$ cat src/rtl/uirq_pkg.sv
package uirq_pkg;
  localparam int NSRC = 9;
  localparam int CODE_W = 6;

  localparam logic [CODE_W-1:0] C_NONE  = 6'h01;
  localparam logic [CODE_W-1:0] C_LINE  = 6'h06;
  localparam logic [CODE_W-1:0] C_RXTO  = 6'h0C;
  localparam logic [CODE_W-1:0] C_RXDAT = 6'h04;
  localparam logic [CODE_W-1:0] C_TX    = 6'h02;
  localparam logic [CODE_W-1:0] C_MODEM = 6'h00;
  localparam logic [CODE_W-1:0] C_CHAR  = 6'h10;
  localparam logic [CODE_W-1:0] C_FLOW  = 6'h20;
  localparam logic [CODE_W-1:0] C_WAKE  = 6'h30;

  typedef enum logic [3:0] {
    S_LINE = 4'd0, S_RXTO = 4'd1, S_RXDAT = 4'd2, S_TX = 4'd3, S_MODEM = 4'd4,
    S_CHAR = 4'd5, S_CTS = 4'd6, S_RTS = 4'd7, S_WAKE = 4'd8
  } src_idx_e;

  function automatic logic [CODE_W-1:0] code_of(input int idx);
    case (idx)
      0:       code_of = C_LINE;
      1:       code_of = C_RXTO;
      2:       code_of = C_RXDAT;
      3:       code_of = C_TX;
      4:       code_of = C_MODEM;
      5:       code_of = C_CHAR;
      6, 7:    code_of = C_FLOW;
      8:       code_of = C_WAKE;
      default: code_of = C_NONE;
    endcase
  endfunction
endpackage

$ cat src/rtl/uirq_sticky.sv
module uirq_sticky #(
  parameter bit EDGE = 1'b0
) (
  input  logic clk,
  input  logic rst_n,
  input  logic arm_i,
  input  logic ev_i,
  input  logic clr_i,
  output logic pend_o
);
  logic pend_q, pend_d;
  logic hit;

  generate
    if (EDGE) begin : g_edge
      logic prev_q;
      always_ff @(posedge clk or negedge rst_n) begin
        if (!rst_n) prev_q <= 1'b1;
        else        prev_q <= ev_i;
      end
      assign hit = arm_i & ev_i & ~prev_q;
    end else begin : g_level
      assign hit = arm_i & ev_i;
    end
  endgenerate

  always_comb begin
    pend_d = pend_q;
    if (clr_i) pend_d = 1'b0;
    if (hit)   pend_d = 1'b1;
  end

  always_ff @(posedge clk or negedge rst_n) begin
    if (!rst_n) pend_q <= 1'b0;
    else        pend_q <= pend_d;
  end

  assign pend_o = pend_q;
endmodule

$ cat src/rtl/uirq_rx_timer.sv
module uirq_rx_timer #(
  parameter int RXLVL_W = 5,
  parameter int FRAME_W = 4
) (
  input  logic               clk,
  input  logic               rst_n,
  input  logic [RXLVL_W-1:0] rx_level_i,
  input  logic               rx_push_i,
  input  logic               rd_rhr_i,
  input  logic               bit_tick_i,
  input  logic [FRAME_W-1:0] frame_bits_i,
  output logic               expired_o
);
  localparam int CNT_W = FRAME_W + 3;

  logic [CNT_W-1:0] cnt_q, cnt_d, limit;
  logic             exp_q, exp_d;
  logic             nonempty, activity, cnt_en;

  assign limit    = (CNT_W'(frame_bits_i) << 2) + CNT_W'(12);
  assign nonempty = |rx_level_i;
  assign activity = rx_push_i | rd_rhr_i;
  assign cnt_en   = bit_tick_i & ~exp_q;

  always_comb begin
    cnt_d = cnt_q;
    exp_d = exp_q;
    if (!nonempty || activity) begin
      cnt_d = '0;
      exp_d = 1'b0;
    end else if (cnt_en) begin
      if (cnt_q + CNT_W'(1) >= limit) begin
        cnt_d = '0;
        exp_d = 1'b1;
      end else begin
        cnt_d = cnt_q + CNT_W'(1);
      end
    end
  end

  always_ff @(posedge clk or negedge rst_n) begin
    if (!rst_n) begin
      cnt_q <= '0;
      exp_q <= 1'b0;
    end else begin
      cnt_q <= cnt_d;
      exp_q <= exp_d;
    end
  end

  assign expired_o = exp_q & nonempty;
endmodule

$ cat src/rtl/uirq_prio_enc.sv
module uirq_prio_enc
  import uirq_pkg::*;
(
  input  logic [NSRC-1:0]   req_i,
  output logic [CODE_W-1:0] code_o,
  output logic              any_o
);
  always_comb begin
    code_o = C_NONE;
    for (int i = NSRC - 1; i >= 0; i--) begin
      if (req_i[i]) code_o = code_of(i);
    end
  end

  assign any_o = |req_i;
endmodule

$ cat src/rtl/uirq_prio_ctrl.sv
module uirq_prio_ctrl
  import uirq_pkg::*;
#(
  parameter int RXLVL_W = 5,
  parameter int FRAME_W = 4
) (
  input  logic               clk,
  input  logic               rst_n,
  input  logic [7:0]         ier_i,
  input  logic               ext_en_i,
  input  logic [3:0]         lsr_err_i,
  input  logic [3:0]         msr_delta_i,
  input  logic               rx_trig_i,
  input  logic [RXLVL_W-1:0] rx_level_i,
  input  logic               rx_push_i,
  input  logic               rd_rhr_i,
  input  logic               bit_tick_i,
  input  logic [FRAME_W-1:0] frame_bits_i,
  input  logic               tx_at_trig_i,
  input  logic               tx_empty_i,
  input  logic               char_det_i,
  input  logic               cts_n_i,
  input  logic               rts_n_i,
  input  logic               auto_cts_i,
  input  logic               auto_rts_i,
  input  logic               wake_i,
  input  logic               rd_isr_i,
  output logic               irq_o,
  output logic [5:0]         isr_code_o
);
  localparam int NSTK = 5;
  localparam bit [NSTK-1:0] STK_EDGE = 5'b01101;

  logic [NSRC-1:0]   req;
  logic [CODE_W-1:0] code;
  logic              any_req;
  logic              rx_to;
  logic [NSTK-1:0]   stk_arm, stk_ev, stk_clr, stk_pend;
  logic [3:0]        up_en;

  assign up_en = ier_i[7:4] & {4{ext_en_i}};

  uirq_rx_timer #(.RXLVL_W(RXLVL_W), .FRAME_W(FRAME_W)) u_timer (
    .clk(clk), .rst_n(rst_n), .rx_level_i(rx_level_i), .rx_push_i(rx_push_i),
    .rd_rhr_i(rd_rhr_i), .bit_tick_i(bit_tick_i), .frame_bits_i(frame_bits_i),
    .expired_o(rx_to)
  );

  // sticky slots: 0 tx, 1 char, 2 cts, 3 rts, 4 wake
  assign stk_arm = {up_en[0], auto_rts_i & up_en[2], auto_cts_i & up_en[3],
                    up_en[1], 1'b1};
  assign stk_ev  = {wake_i, rts_n_i, cts_n_i, char_det_i,
                    ier_i[1] & (tx_at_trig_i | tx_empty_i)};
  assign stk_clr = {rd_isr_i & (code == C_WAKE),
                    rd_isr_i & (code == C_FLOW),
                    rd_isr_i & (code == C_FLOW),
                    rd_isr_i & (code == C_CHAR),
                    rd_isr_i & (code == C_TX)};

  generate
    for (genvar g = 0; g < NSTK; g++) begin : g_stk
      uirq_sticky #(.EDGE(STK_EDGE[g])) u_stk (
        .clk(clk), .rst_n(rst_n), .arm_i(stk_arm[g]), .ev_i(stk_ev[g]),
        .clr_i(stk_clr[g]), .pend_o(stk_pend[g])
      );
    end
  endgenerate

  always_comb begin
    req          = '0;
    req[S_LINE]  = ier_i[2] & (|lsr_err_i);
    req[S_RXTO]  = ier_i[0] & rx_to;
    req[S_RXDAT] = ier_i[0] & rx_trig_i;
    req[S_TX]    = ier_i[1] & stk_pend[0];
    req[S_MODEM] = ier_i[3] & (|msr_delta_i);
    req[S_CHAR]  = up_en[1] & stk_pend[1];
    req[S_CTS]   = up_en[3] & stk_pend[2];
    req[S_RTS]   = up_en[2] & stk_pend[3];
    req[S_WAKE]  = up_en[0] & stk_pend[4];
  end

  uirq_prio_enc u_enc (.req_i(req), .code_o(code), .any_o(any_req));

  assign isr_code_o = code;
  assign irq_o      = any_req;
endmodule

$ cat config.mk
export PLATFORM = sky130hd
export DESIGN_NAME = uirq_prio_ctrl
export DESIGN_NICKNAME = d
export VERILOG_FILES = /design/src/rtl/uirq_pkg.sv /design/src/rtl/uirq_sticky.sv /design/src/rtl/uirq_rx_timer.sv /design/src/rtl/uirq_prio_enc.sv /design/src/rtl/uirq_prio_ctrl.sv
export SDC_FILE = /design/constraint.sdc
export NUM_CORES = 1
export LEC_CHECK = 0
export ABC_AREA = 0
export BUFFER_PORTS_ARGS = -buffer_cell sky130_fd_sc_hd__buf_2
export CAP_MARGIN = 30
export CORE_MARGIN = 2
export CORE_UTILIZATION = 50
export CTS_CLUSTER_SIZE = 10
export DETAILED_ROUTE_END_ITERATION = 10
export PLACE_DENSITY = 0.93
export SETUP_SLACK_MARGIN = 0.1
export SYNTH_ARGS = -nofsm -noshare
export SYNTH_HDL_FRONTEND = slang
export SYNTH_SLANG_ARGS = --single-unit
$ cat constraint.sdc
create_clock -name clk -period 3.8 [get_ports clk]
set_clock_uncertainty 0.15 [all_clocks]
set_input_delay 0.19 -clock clk [delete_from_list [all_inputs] [get_ports clk]]
set_output_delay 0.19 -clock clk [all_outputs]
set_load 0.03 [all_outputs]
### After elaboration in Yosys (flattened, before gate mapping)

Cells that the tools add are included.
W data, S select, Z words.

| storage, ports and cells | value |
|---|---|
| flip-flop bits (word level) | 16 |
| input port bits | 41 |
| output and inout port bits | 7 |
| word-level logic and storage cells | 87 |

| cells by class | value |
|---|---|
| add/subtract/negate cells | 2 |
| $lt $le $gt $ge | 1 |
| eq/ne operators | 4 |
| multiplexer cells | 24 |
| bitwise operators | 32 |
| reduce and logical (&&, ||, !) cells | 14 |

Operators by type and width:

| operator | number |
|---|---|
| $mux W6 | 9 |
| $and A1 B1 Y1 | 25 |
| $mux W7 | 3 |
| $reduce_bool A2 Y1 | 7 |
| $eq A6 B6 Y1 const B | 2 |
| $mux W1 | 12 |
| $reduce_or A9 Y1 | 1 |
| $reduce_or A4 Y1 | 2 |
| $add A6 B4 Y7 const B | 1 |
| $add A7 B1 Y7 const B | 1 |
| $ge A7 B7 Y1 | 1 |
| $eq A6 B2 Y1 const B | 1 |
| $eq A6 B5 Y1 const B | 1 |
| $reduce_or A5 Y1 | 1 |
| $and A4 B4 Y4 | 1 |
| $not A1 Y1 | 4 |
| $or A1 B1 Y1 | 2 |
| $reduce_and A2 Y1 | 1 |
| $logic_not A1 Y1 | 1 |
| $logic_or A1 B1 Y1 | 1 |

### Depth between registers and ports, before layout

Gate-level depths: netlist of run 1.

| logic depth | value |
|---|---|
| depth after elaboration | 15 |
| depth in mapped cells | 10 |
| gate-level depth less buffers | 10 |

### Modules after synthesis

Synthesis of run 1 repeated with hierarchy kept, for this count alone.

| unflattened totals | value |
|---|---|
| cells, all modules | 140 |
| area, all modules | 1228.7 µm² |

By module, submodules not included:

| module | times used | cells an instance | area an instance (µm²) | sequential area each (µm²) |
|---|---|---|---|---|
| uirq_rx_timer | 1 | 79 | 654.4 | 200.2 |
| uirq_sticky at g_stk[0].u_stk ... | 3 | 5 | 71.3 | 51.3 |
| uirq_prio_ctrl | 1 | 25 | 175.2 | 0.0 |
| uirq_prio_enc | 1 | 13 | 102.6 | 0.0 |
| uirq_sticky at g_stk[1].u_stk ... | 2 | 4 | 41.3 | 25.0 |

### Worst setup path after synthesis of run 1

OpenSTA, ideal clock, no wires.

| path | value |
|---|---|
| kind | reg2reg |
| from | register u_timer.cnt_q[0] |
| to | register u_timer.cnt_q[2] |
| library setup time | 0.079 ns |
| data arrival time | 2.055 ns |
| required time | 3.571 ns |
| slack | 1.516 ns |
| cell stages (with the launch flop) | 10 |
| path buffers | 0 |
| clock period less this slack | 2.284 ns |
| cells stage by stage | dfrtp_1 -> ha_1 -> nand3_1 -> xnor2_1 -> ha_1 -> o21ai_1 -> a31oi_1 -> o41ai_2 -> a31oi_1 -> mux2i_1 |

| between the ends | value |
|---|---|
| longest elaborated chain between the ends | 5 |

RTL lines:

| item | line | text |
|---|---|---|
| start, declared | uirq_rx_timer.sv:16 | `logic [CNT_W-1:0] cnt_q, cnt_d, limit;` |
| start signal, assigned | uirq_rx_timer.sv:46 | `cnt_q <= cnt_d;` |
| $add A7 B1 Y7 * | uirq_rx_timer.sv:32, uirq_rx_timer.sv:36 |  |
| $ge A7 B7 Y1 | uirq_rx_timer.sv:32 | `if (cnt_q + CNT_W'(1) >= limit) begin` |
| $mux W7 * | uirq_rx_timer.sv:32 |  |
| $mux W7 * | uirq_rx_timer.sv:31 | `end else if (cnt_en) begin` |
| $mux W7 * | uirq_rx_timer.sv:28 | `if (!nonempty \|\| activity) begin` |

Mark *: on every way between the ends. The rest lies on a longest branch, timed or not. The select of a mux whose other input is x is not followed.
A chain may end at the register's enable or synchronous reset.

### Worst setup path after layout of run 1

Ends and elaborated chain as after synthesis.

==> results.md, run 1 <==
- Status: finished, final reports clean
- Worst-path cell chain: ha_1, nand3_1, xnor2_1, ha_1, o21ai_1, a31oi_1, o41ai_2, a31oi_1, mux2i_1
- Overall Global Routing Usage: 21.3%
- Pleak: 0.689 nW
- H-tree levels: 1
- Post-CTS Setup Bufs: 0
- Number of global-route vias before repair: 1008
- Hold path depth: 3
- Highest Signal Layer: met4
- Synth Net Count: 158
- Clock transition at the registers of the reported paths: 0.09 ns
- Initial antenna violation count: 0
- Most frequent cells in the layout: buf_2, nand2_1, dfrtp_1
- Yosys warns: 0
- HP Start: tx_at_trig_i
- CP Launch Type: flop
- Avg Inst Size Synth: 10.0 µm²
- Netlist cell types: 35
- Yosys top cell area share: 29.6%
- Final hold viol count: 0
- Maximum vdd ir drop: 182 µV
- Seq/Total Area, Yosys: 36.7%
- Die X: 50.9 µm
- Die height: 50.9 µm
- CP top delay family: compound AO/OA/AOI/OAI gates
- Drt total wl: 2600 µm
- Crit. Startpoint: u_timer.cnt_q[0]
- CTS tree: built
- Worst path bufs/invs: 0
- Placement row count: 16
- Routed length on met2: 1430 µm
- DRC: 0
- Final Cycle Share: 71.9%
- First-pass GRT wire length: 4200 µm
- Pin count of the biggest net entering global routing: 17
- Slew headroom: 45.3%
- GPL Wtd Cong: 0.840
- GR Overflow Total: 0
- Post-route antenna net violation count: 0
- Area contributors post-synth: dfrtp_1, ha_1, dfstp_2, a32o_1, nand2_1
- Max_cap viols: 0
- Worst reg2reg path depth: 9
- Root buffer cell: clkbuf_4
- Seq cells post-synth: 16
- Placeable Area: 0.00202 mm²
- Most common cell after layout, fill and taps aside: buf_2
- Pwr Total: 0.383 mW
- Drt initial violations: 30
- Fin. max-slew vios: 0
- Final setup fails: 0
- Cell depth of the worst setup path: 9
- Dominant cell type by area after synthesis: dfrtp_1
- HP Class: in -> reg
- Nature of the critical path endpoint: flop
- Layout Nets: 212
- Inserted Diodes: 0
- Wire length per cell: 13.7 µm
- Crit-path slowest cell: o41ai_2
- Starting Density: 54.4%
- Arrival time of the worst setup path: 2.79 ns
- Vias: 1064
- DIE AREA: 0.00259 mm²
- Crit-path max FO: 9
- Synthesized area: 0.00110 mm²
- Detailed Place HPWL: 2130 µm
- I/O pins: 48
- Setup_tns: 0 ns
- Tmin final: 2.73 ns
- Layout cells sized above 1: 36.8%
- PortBufs: 47
- Latest clock arrival within the worst-skew pair: 0.29 ns
- Wl on met1: 1050 µm
- Fmax: 0.366 GHz
- CTS sink count: 16
- Pwr Density: 270 mW/mm²
- Synthesis-to-layout area growth: 29.2%
- Wire length on met3: 100 µm
- Max incr delay on CP: 0.66 ns
- Setup CP Type: reg -> reg
- Mapped Cells: 110
- Via-to-Cell Ratio: 5.60
- Tightest Pin Transition: 0.811 ns
- DR pass1 iterations: 4
- RSZ-0062 raised after global routing: no
- Worst endpoint required time: 3.85 ns
- CTS max path bufs: 2
- TritonCTS buffer count: 3
- FF-to-FF Start: u_timer.cnt_q[0]
[registers in the layout, indices dropped and copies added, names as in the netlist]
| name | cells |
|---|---|
| g_stk.u_stk.g_edge.prev_q | 3 |
| g_stk.u_stk.pend_o | 5 |
| u_timer.cnt_q | 7 |
| u_timer.exp_q | 1 |
[cell type report]
| class | count | area (µm²) |
|---|---|---|
| multi-input combinational | 86 | 666 |
| fill | 148 | 601 |
| sequential | 16 | 404 |
| timing repair buffer | 50 | 265 |
| tap | 27 | 33.8 |
| clock buffer | 4 | 26.3 |
| inverter | 7 | 26.3 |
[cell usage after synthesis, drive strengths merged]
library cell  count
ha                7
xnor2             3
dfrtp            13
nand4b            1
a21bo             1
nor3              4
o21bai            1
a32o              7
or2               1
nand3b            1
mux2i             1
o41ai             2
nand2            14
and3              1
clkbuf            1
nand3             8
xor2              4
inv               7
dfstp             3
o21ai             7
a22oi             1
a22o              2
a21oi             3
nor2              6
nand2b            1
nor4              2
and4b             2
a21boi            1
a31oi             2
o41a              1
a211o             1
a211oi            1
[metrics by stage]
| stage | setup WS [ns] | hold slack, ns | util, % | cell area (µm²) | std cells |
|---|---|---|---|---|---|
| floorplan | 1.52 | -0.256 | - | 1100 | 110 |
| global placement | 1.31 | -0.0413 | 67.5 | 1370 | 183 |
| detailed placement | 1.15 | -0.0370 | 67.5 | 1370 | 183 |
| CTS | 1.12 | 0.0142 | 70.3 | 1420 | 190 |
| global route | 0.876 | 0.00817 | 70.3 | 1420 | 190 |
| finish | 1.07 | 0.0186 | 70.3 | 1420 | 190 |
[kinds of logic (layout without fill, tap and decap cells)]
kind of cell    Yosys count  count (layout)  synth area share (%)
flops                    16              16                  36.7
compound gates           30              30                  24.0
buf+inv                   8              61                  2.73
xor+xnor                  7               7                  5.57
mux                       1               1                 0.910
fa+ha+maj                 7               7                  7.96
simple gates             41              41                  22.1
[worst paths after layout]
path	endpoint	slack (ns)
max	u_timer.cnt_q[2]	1.07
min	g_stk[0].u_stk.g_edge.prev_q	0.02
max reg2reg	u_timer.cnt_q[2]	1.07
min reg2reg	g_stk[0].u_stk.pend_o	0.36
max in group asynchronous	g_stk[3].u_stk.g_edge.prev_q	3.02
min in group asynchronous	g_stk[3].u_stk.pend_o	0.18
[tightest hold or removal path: stages]
cell	delay, ns
buf_2	0.07
o21ai_0	0.08
inv_1	0.07
[power by group]
| part | internal [mW] | leakage, nW | switching, mW |
|---|---|---|---|
| logic | 0.0454 | 0.481 | 0.0553 |
| registers | 0.183 | 0.193 | 0.00678 |
| clock network | 0.0408 | 0.0150 | 0.0517 |
[repair_timing]
action,CTS,global route
hold buffers,3,0
endpoints found under the setup margin,0,0
gates resized for setup,0,0
hold endpoints to repair,18,0
[routing by layer]
layer | vias up | GRT usage, %
li1 | 520 | -
met1 | 511 | 22.3
met2 | 29 | 43.1
met3 | 4 | 3.51
met4 | 0 | 4.95
met5 | - | 0
Power figures use the tool's default switching activity.
==> run 2, diff against run 1 <==
--- a/config.mk
+++ b/config.mk
@@ -5,14 +5,14 @@
 export SDC_FILE = /design/constraint.sdc
 export NUM_CORES = 1
 export LEC_CHECK = 0
-export ABC_AREA = 0
+export ABC_AREA = 1
 export BUFFER_PORTS_ARGS = -buffer_cell sky130_fd_sc_hd__buf_2
 export CAP_MARGIN = 30
 export CORE_MARGIN = 2
-export CORE_UTILIZATION = 50
+export CORE_UTILIZATION = 48
 export CTS_CLUSTER_SIZE = 10
 export DETAILED_ROUTE_END_ITERATION = 10
-export PLACE_DENSITY = 0.93
+export PLACE_DENSITY = 0.88
 export SETUP_SLACK_MARGIN = 0.1
 export SYNTH_ARGS = -nofsm -noshare
 export SYNTH_HDL_FRONTEND = slang
==> constraint.sdc (replaced) <==
create_clock -name clk -period 2.6 [get_ports clk]
set_clock_uncertainty 0.15 [all_clocks]
set_input_delay 0.13 -clock clk [delete_from_list [all_inputs] [get_ports clk]]
set_output_delay 0.13 -clock clk [all_outputs]
set_load 0.03 [all_outputs]
==> run 2 against run 1 <==
Effect of this change: global-route usage rose by 0.68 points; non-clock buffer count rose by 14; cell count rose by 33%; via count rose by 21%; worst setup slack got worse by 0.99 ns; combinational power rose by 78%; first-iteration DRC count fell by 37%; die area rose by 14%; sequential power rose by 47%; core utilization rose by 1.6 points; largest power group unchanged.
==> results.md, run 2 <==
- Status: finished, final reports clean
- Area contributors post-synth: dfrtp_1, nand2_1, nand3_1, ha_1, dfstp_2
- Final hold viol count: 0
- Async set-reset flop share out of synthesis: 100%
- Crit-path max FO: 8
- First-pass GRT wire length: 4750 µm
- Non-Filler Instances: 252
- Die X: 54.4 µm
- I/O pins: 48
- Post-route antenna net violation count: 0
- Initial antenna violation count: 0
- CTS sink count: 16
- Layout cells sized above 1: 41.0%
- Pin count of the biggest net entering global routing: 17
- Drt initial violations: 19
- Layout Nets: 271
- Wire length per cell: 12.7 µm
- Pleak: 0.953 nW
- Starting Density: 50.1%
- Arrival time of the worst setup path: 2.60 ns
- Combinational group share of total power: 28.9%
- Post-synth EDFFs: 0
- Slew headroom: 72.6%
- Avg Inst Size Synth: 7.86 µm²
- Seq/Total Area, Yosys: 33.2%
- DIE AREA: 0.00296 mm²
- Netlist cell types: 31
- Number of global-route vias before repair: 1194
- Max_cap viols: 0
- Placement row count: 18
- Via-to-Cell Ratio: 5.10
- Sw Pwr: 0.189 mW
- CP Launch Type: flop
- HP Class: in -> reg
- Placed Area: 0.00148 mm²
- Setup CP Type: reg -> reg
- Final instance area: 0.00175 mm²
- CTS max path bufs: 2
- Detailed Place HPWL: 2130 µm
- Synthesized area: 0.00122 mm²
- Tightest Pin Transition: 0.411 ns
- CTS tree: built
- PortBufs: 47
- Clock transition at the registers of the reported paths: 0.09 ns
- Die height: 54.4 µm
- Cell internal pwr: 0.433 mW
- Tmin final: 2.52 ns
- Max FFs per register: 7
- Maximum vdd ir drop: 230 µV
- GPL Wtd Cong: 0.894
- Root buffer cell: clkbuf_4
- RSZ-0062 raised after global routing: yes
- Yosys warns: 0
- Synth Net Count: 203
- TritonCTS buffer count: 3
- Synthesis-to-layout area growth: 43.4%
- Placeable Area: 0.00243 mm²
- Biggest register: u_timer.cnt_q
- Clock power frac: 26.2%
- Most frequent cells in the layout: buf_2, nand2_1, inv_1
- DR pass1 iterations: 4
- Setup_tns: 0 ns
- Net Sw Frac: 30.4%
- Vias: 1284
- Top FF cell, synth: dfrtp_1
- Dominant cell type by area after synthesis: dfrtp_1
- Drt total wl: 3210 µm
- GR Overflow Total: 0
- Most common cell after layout, fill and taps aside: buf_2
- H-tree levels: 1
- Hold WS: 0.00634 ns
- Nature of the critical path endpoint: flop
- Post-synth top cells: nand2_1, inv_1, nand3_1, dfrtp_1, nor2_1
- Inst Count DP: 231
- Fin. max-slew vios: 0
- Overall Global Routing Usage: 22.0%
- Mapped Cells: 155
- Yosys top cell area share: 26.7%
- Fillers: 189
- Fmax: 0.397 GHz
- DRC: 0
- Sequential Power Share: 44.9%
- Final Cycle Share: 96.9%
- Final setup fails: 0
- Count leader, synth: nand2_1
- Worst endpoint required time: 2.68 ns
- Latest clock arrival within the worst-skew pair: 0.29 ns
- Pwr Density: 356 mW/mm²
- Seq cells post-synth: 16
- Inserted Diodes: 0
## run 2: power groups by stage
stage	Combinational [mW]	Clock, mW	Sequential (mW)
2_1_floorplan	0.100	0	0.281
3_3_place_gp	0.152	0	0.282
3_5_place_dp	0.157	0	0.283
4_1_cts	0.170	0.163	0.278
5_1_grt	0.201	0.182	0.282
6_report	0.180	0.163	0.279
## run 2: worst paths after layout
check                      cells past startpoint  slack (ns)                           end                   from
min in group asynchronous                      2        0.17              u_timer.cnt_q[6]                  rst_n
hold reg to reg                                2        0.34         g_stk[1].u_stk.pend_o  g_stk[1].u_stk.pend_o
setup reg to reg                              11        0.08              u_timer.cnt_q[4]       u_timer.cnt_q[1]
hold / removal                                 3       0.006         g_stk[0].u_stk.pend_o           tx_at_trig_i
setup / recovery                              11        0.08              u_timer.cnt_q[4]       u_timer.cnt_q[1]
max in group asynchronous                      2        1.82  g_stk[3].u_stk.g_edge.prev_q                  rst_n
## run 2: layout make-up
| class | instances | area [µm²] | share of cell area (%) |
|---|---|---|---|
| clock buffer | 4 | 36.3 | 2.08 |
| multi-input combinational | 118 | 802 | 45.9 |
| timing repair buffer | 64 | 393 | 22.5 |
| inverter | 20 | 75.1 | 4.29 |
| tap | 30 | 37.5 | 2.15 |
| sequential | 16 | 404 | 23.1 |
## run 2: what timing repair did
| item | in CTS | in global routing |
|---|---|---|
| setup buffers | 0 | 5 |
| hold buffers | 11 | 1 |
| gates resized for setup | 0 | 18 |
| hold endpoints to repair | 24 | 1 |
| setup endpoints to repair | 0 | 8 |
## run 2: logic make-up (layout without fill, tap and decap cells)
| family | after synthesis | after routing | synth area share (%) |
|---|---|---|---|
| adders and majority gates | 7 | 7 | 7.19 |
| xor gates and xnor gates | 7 | 7 | 5.03 |
| DFF | 16 | 16 | 33.2 |
| and+or+nand+nor | 89 | 89 | 40.0 |
| buffers and inverters | 21 | 88 | 7.08 |
| AOI/OAI and AO/OA | 15 | 15 | 7.49 |
## run 2: metrics by stage
stage	util (%)	setup slack (ns)	power [mW]
final	71.9	0.0809	0.622
after global routing	71.9	-0.0347	0.664
after CTS	66.9	0.150	0.611
after detailed placement	60.9	0.179	0.440
after global placement	60.9	0.314	0.434
after floorplan	-	0.467	0.381
## run 2: worst max-delay path, cell delays in order, from the launching register on
cell and delay, ns:
dfrtp_1 0.43, ha_4 0.19, nand3_4 0.10, nor3_4 0.18, xor2_1 0.27, ha_1 0.32, a21o_1 0.19, a21oi_2 0.12
nand2_2 0.08, nor2_4 0.25, nand3_2 0.13, o21ai_2 0.07
## run 2: routing by layer
| layer | vias to the layer above | GRT usage, % | wire length, µm |
|---|---|---|---|
| met5 | - | 0 | 0 |
| met4 | 0 | 12.5 | 174 |
| met3 | 15 | 2.19 | 172 |
| met2 | 51 | 41.2 | 1630 |
| met1 | 581 | 23.7 | 1230 |
| li1 | 637 | - | - |
==> run 3, diff against run 2 <==
--- a/config.mk
+++ b/config.mk
@@ -8,8 +8,10 @@
 export ABC_AREA = 1
 export BUFFER_PORTS_ARGS = -buffer_cell sky130_fd_sc_hd__buf_2
 export CAP_MARGIN = 30
+export CELL_PAD_IN_SITES_DETAIL_PLACEMENT = 0
+export CELL_PAD_IN_SITES_GLOBAL_PLACEMENT = 1
 export CORE_MARGIN = 2
-export CORE_UTILIZATION = 48
+export CORE_UTILIZATION = 34
 export CTS_CLUSTER_SIZE = 10
 export DETAILED_ROUTE_END_ITERATION = 10
 export PLACE_DENSITY = 0.88
==> run 3 against run 2 <==
Effect of this change: the flow now finishes with violations (hold timing); hold slack lost 0.014 ns; global-route usage fell by 8.6 points; critical path depth unchanged; sequential share of layout area rose by 0.12 points; register-to-register slack improved by 0.11 ns.
==> results.md, run 3 (synthesized netlist as in run 2, its figures left out) <==
- Root buffer cell: clkbuf_4
- Hold WS: -0.00748 ns
- Inserted Diodes: 0
- Nature of the critical path endpoint: flop
- Layout Nets: 269
- Starting Density: 36.0%
- Failing checks: hold timing
- Sequential Power Share: 45.5%
- Setup CP Type: reg -> reg
- Setup_tns: 0 ns
- Latest clock arrival within the worst-skew pair: 0.28 ns
- Pin count of the biggest net entering global routing: 17
- Number of global-route vias before repair: 1077
- Maximum vdd ir drop: 297 µV
- Most common cell after layout, fill and taps aside: buf_2
- Fmax: 0.416 GHz
- Inst Count DP: 247
- Synthesis-to-layout area growth: 42.7%
- HP Class: in -> reg
- Biggest register: u_timer.cnt_q
- Max incr delay on CP: 0.41 ns
- Sw Pwr: 0.184 mW
- Via-to-Cell Ratio: 4.47
- Worst path bufs/invs: 0
- Pwr Density: 353 mW/mm²
- CTS sink count: 16
- Crit-path max FO: 8
- GPL Wtd Cong: 0.835
- Worst-path cell chain: ha_4, nand3_4, nor3_4, xor2_1, ha_1, a21o_1, a21oi_2, nand2_1, nor2_4, nand3_2, o21ai_1
- First-pass GRT wire length: 4450 µm
- Non-Filler Instances: 266
- Slew headroom: 69.1%
- Detailed Place HPWL: 2050 µm
- Final hold viol count: 1
- Cell internal pwr: 0.430 mW
- PortBufs: 47
- Combinational group share of total power: 28.0%
- Worst reg2reg path depth: 11
- Pwr Total: 0.614 mW
- Die X: 63.9 µm
- Most frequent cells in the layout: buf_2, nand2_1, inv_1
- Final setup fails: 0
- CP Launch Type: flop
- TritonCTS buffer count: 3
- Tmin final: 2.41 ns
- Status: complete, but fails checks
- DR pass1 iterations: 4
- PnR worst setup slack: 0.194 ns
- Placed Area: 0.00150 mm²
- RSZ-0062 raised after global routing: yes
- Max FFs per register: 7
- Worst slack at placement: 0.266 ns
- Hold path depth: 3
- Drt initial violations: 22
- CTS max path bufs: 2
- Overall Global Routing Usage: 13.4%
- Vias: 1190
- CTS tree: built
- Wire length per cell: 10.2 µm
- Crit-path slowest cell: dfrtp_1
- Final instance area: 0.00174 mm²
- Max_cap viols: 0
- Clock power frac: 26.6%
- DIE AREA: 0.00408 mm²
- Core Util, Final: 51.3%
- Drt total wl: 2730 µm
- Fillers: 325
- Die height: 63.9 µm
- Initial antenna violation count: 0
- Placeable Area: 0.00339 mm²
- Placement row count: 21
- Post-route antenna net violation count: 0
- DRC: 0
- Arrival time of the worst setup path: 2.47 ns
- Cell depth of the worst setup path: 11
- Final Cycle Share: 92.5%
- Pleak: 0.935 nW
- Layout cells sized above 1: 38.6%
- Tightest Pin Transition: 0.463 ns
- I/O pins: 48
- Worst endpoint required time: 2.67 ns
- Fin. max-slew vios: 0
- H-tree levels: 1
- Net Sw Frac: 30.0%
- Clock transition at the registers of the reported paths: 0.09 ns
- GR Overflow Total: 0
- CP top delay family: simple AND/OR/NAND/NOR gates
run 3: cell count changes in the layout (fill, tap and decap cells not counted), sizes merged:
cell	change
buf	-2
run 3: path summary, 6_finish.rpt:
check                                               endpoint  slack, ns                  start
worst max-delay path                        u_timer.cnt_q[4]       0.19       u_timer.cnt_q[1]
worst max register to register              u_timer.cnt_q[4]       0.19       u_timer.cnt_q[1]
worst min-delay path                   g_stk[0].u_stk.pend_o     -0.007           tx_at_trig_i
max in group asynchronous       g_stk[3].u_stk.g_edge.prev_q       1.87                  rst_n
worst min register to register         g_stk[4].u_stk.pend_o       0.33  g_stk[4].u_stk.pend_o
min in group asynchronous                   u_timer.cnt_q[2]       0.13                  rst_n
run 3: layer usage:
metal	vias up	routed length (µm)	global-route usage, %
met2	33	1280	21.4
met5	-	0	0
met3	4	158	4.23
li1	633	-	-
met1	520	1270	17.7
met4	0	21	2.99
run 3: what timing repair did:
| action | CTS | global route |
|---|---|---|
| endpoints found under the hold margin | 24 | 0 |
| setup endpoints to repair | 0 | 8 |
| resized for setup | 0 | 12 |
| hold buffers | 12 | 0 |
| buffers inserted | 0 | 3 |
run 3: worst register-to-register path: cells and delay by family, from the launching register on:
kind                       cells  cell delay (ns)
and+or+nand+nor                5             0.73
adders and majority gates      2             0.47
DFF                            1             0.41
AOI/OAI and AO/OA              3             0.36
xor gates and xnor gates       1             0.21
run 3: area by class of cell:
| type | instances | area (µm²) | share of cell area [%] |
|---|---|---|---|
| flip-flops and latches | 16 | 404 | 23.2 |
| well taps | 46 | 57.6 | 3.31 |
| inverters | 20 | 75.1 | 4.32 |
| clock buffers | 4 | 36.3 | 2.09 |
| repair buffers | 62 | 378 | 21.7 |
| multi-input cells | 118 | 788 | 45.3 |
run 3: power by group through the flow:
stage	Combinational [mW]	Sequential, mW	Clock, mW
floorplan	0.100	0.281	0
global placement	0.154	0.282	0
detailed placement	0.156	0.284	0
CTS	0.169	0.279	0.167
global route	0.192	0.281	0.183
finish	0.172	0.279	0.163
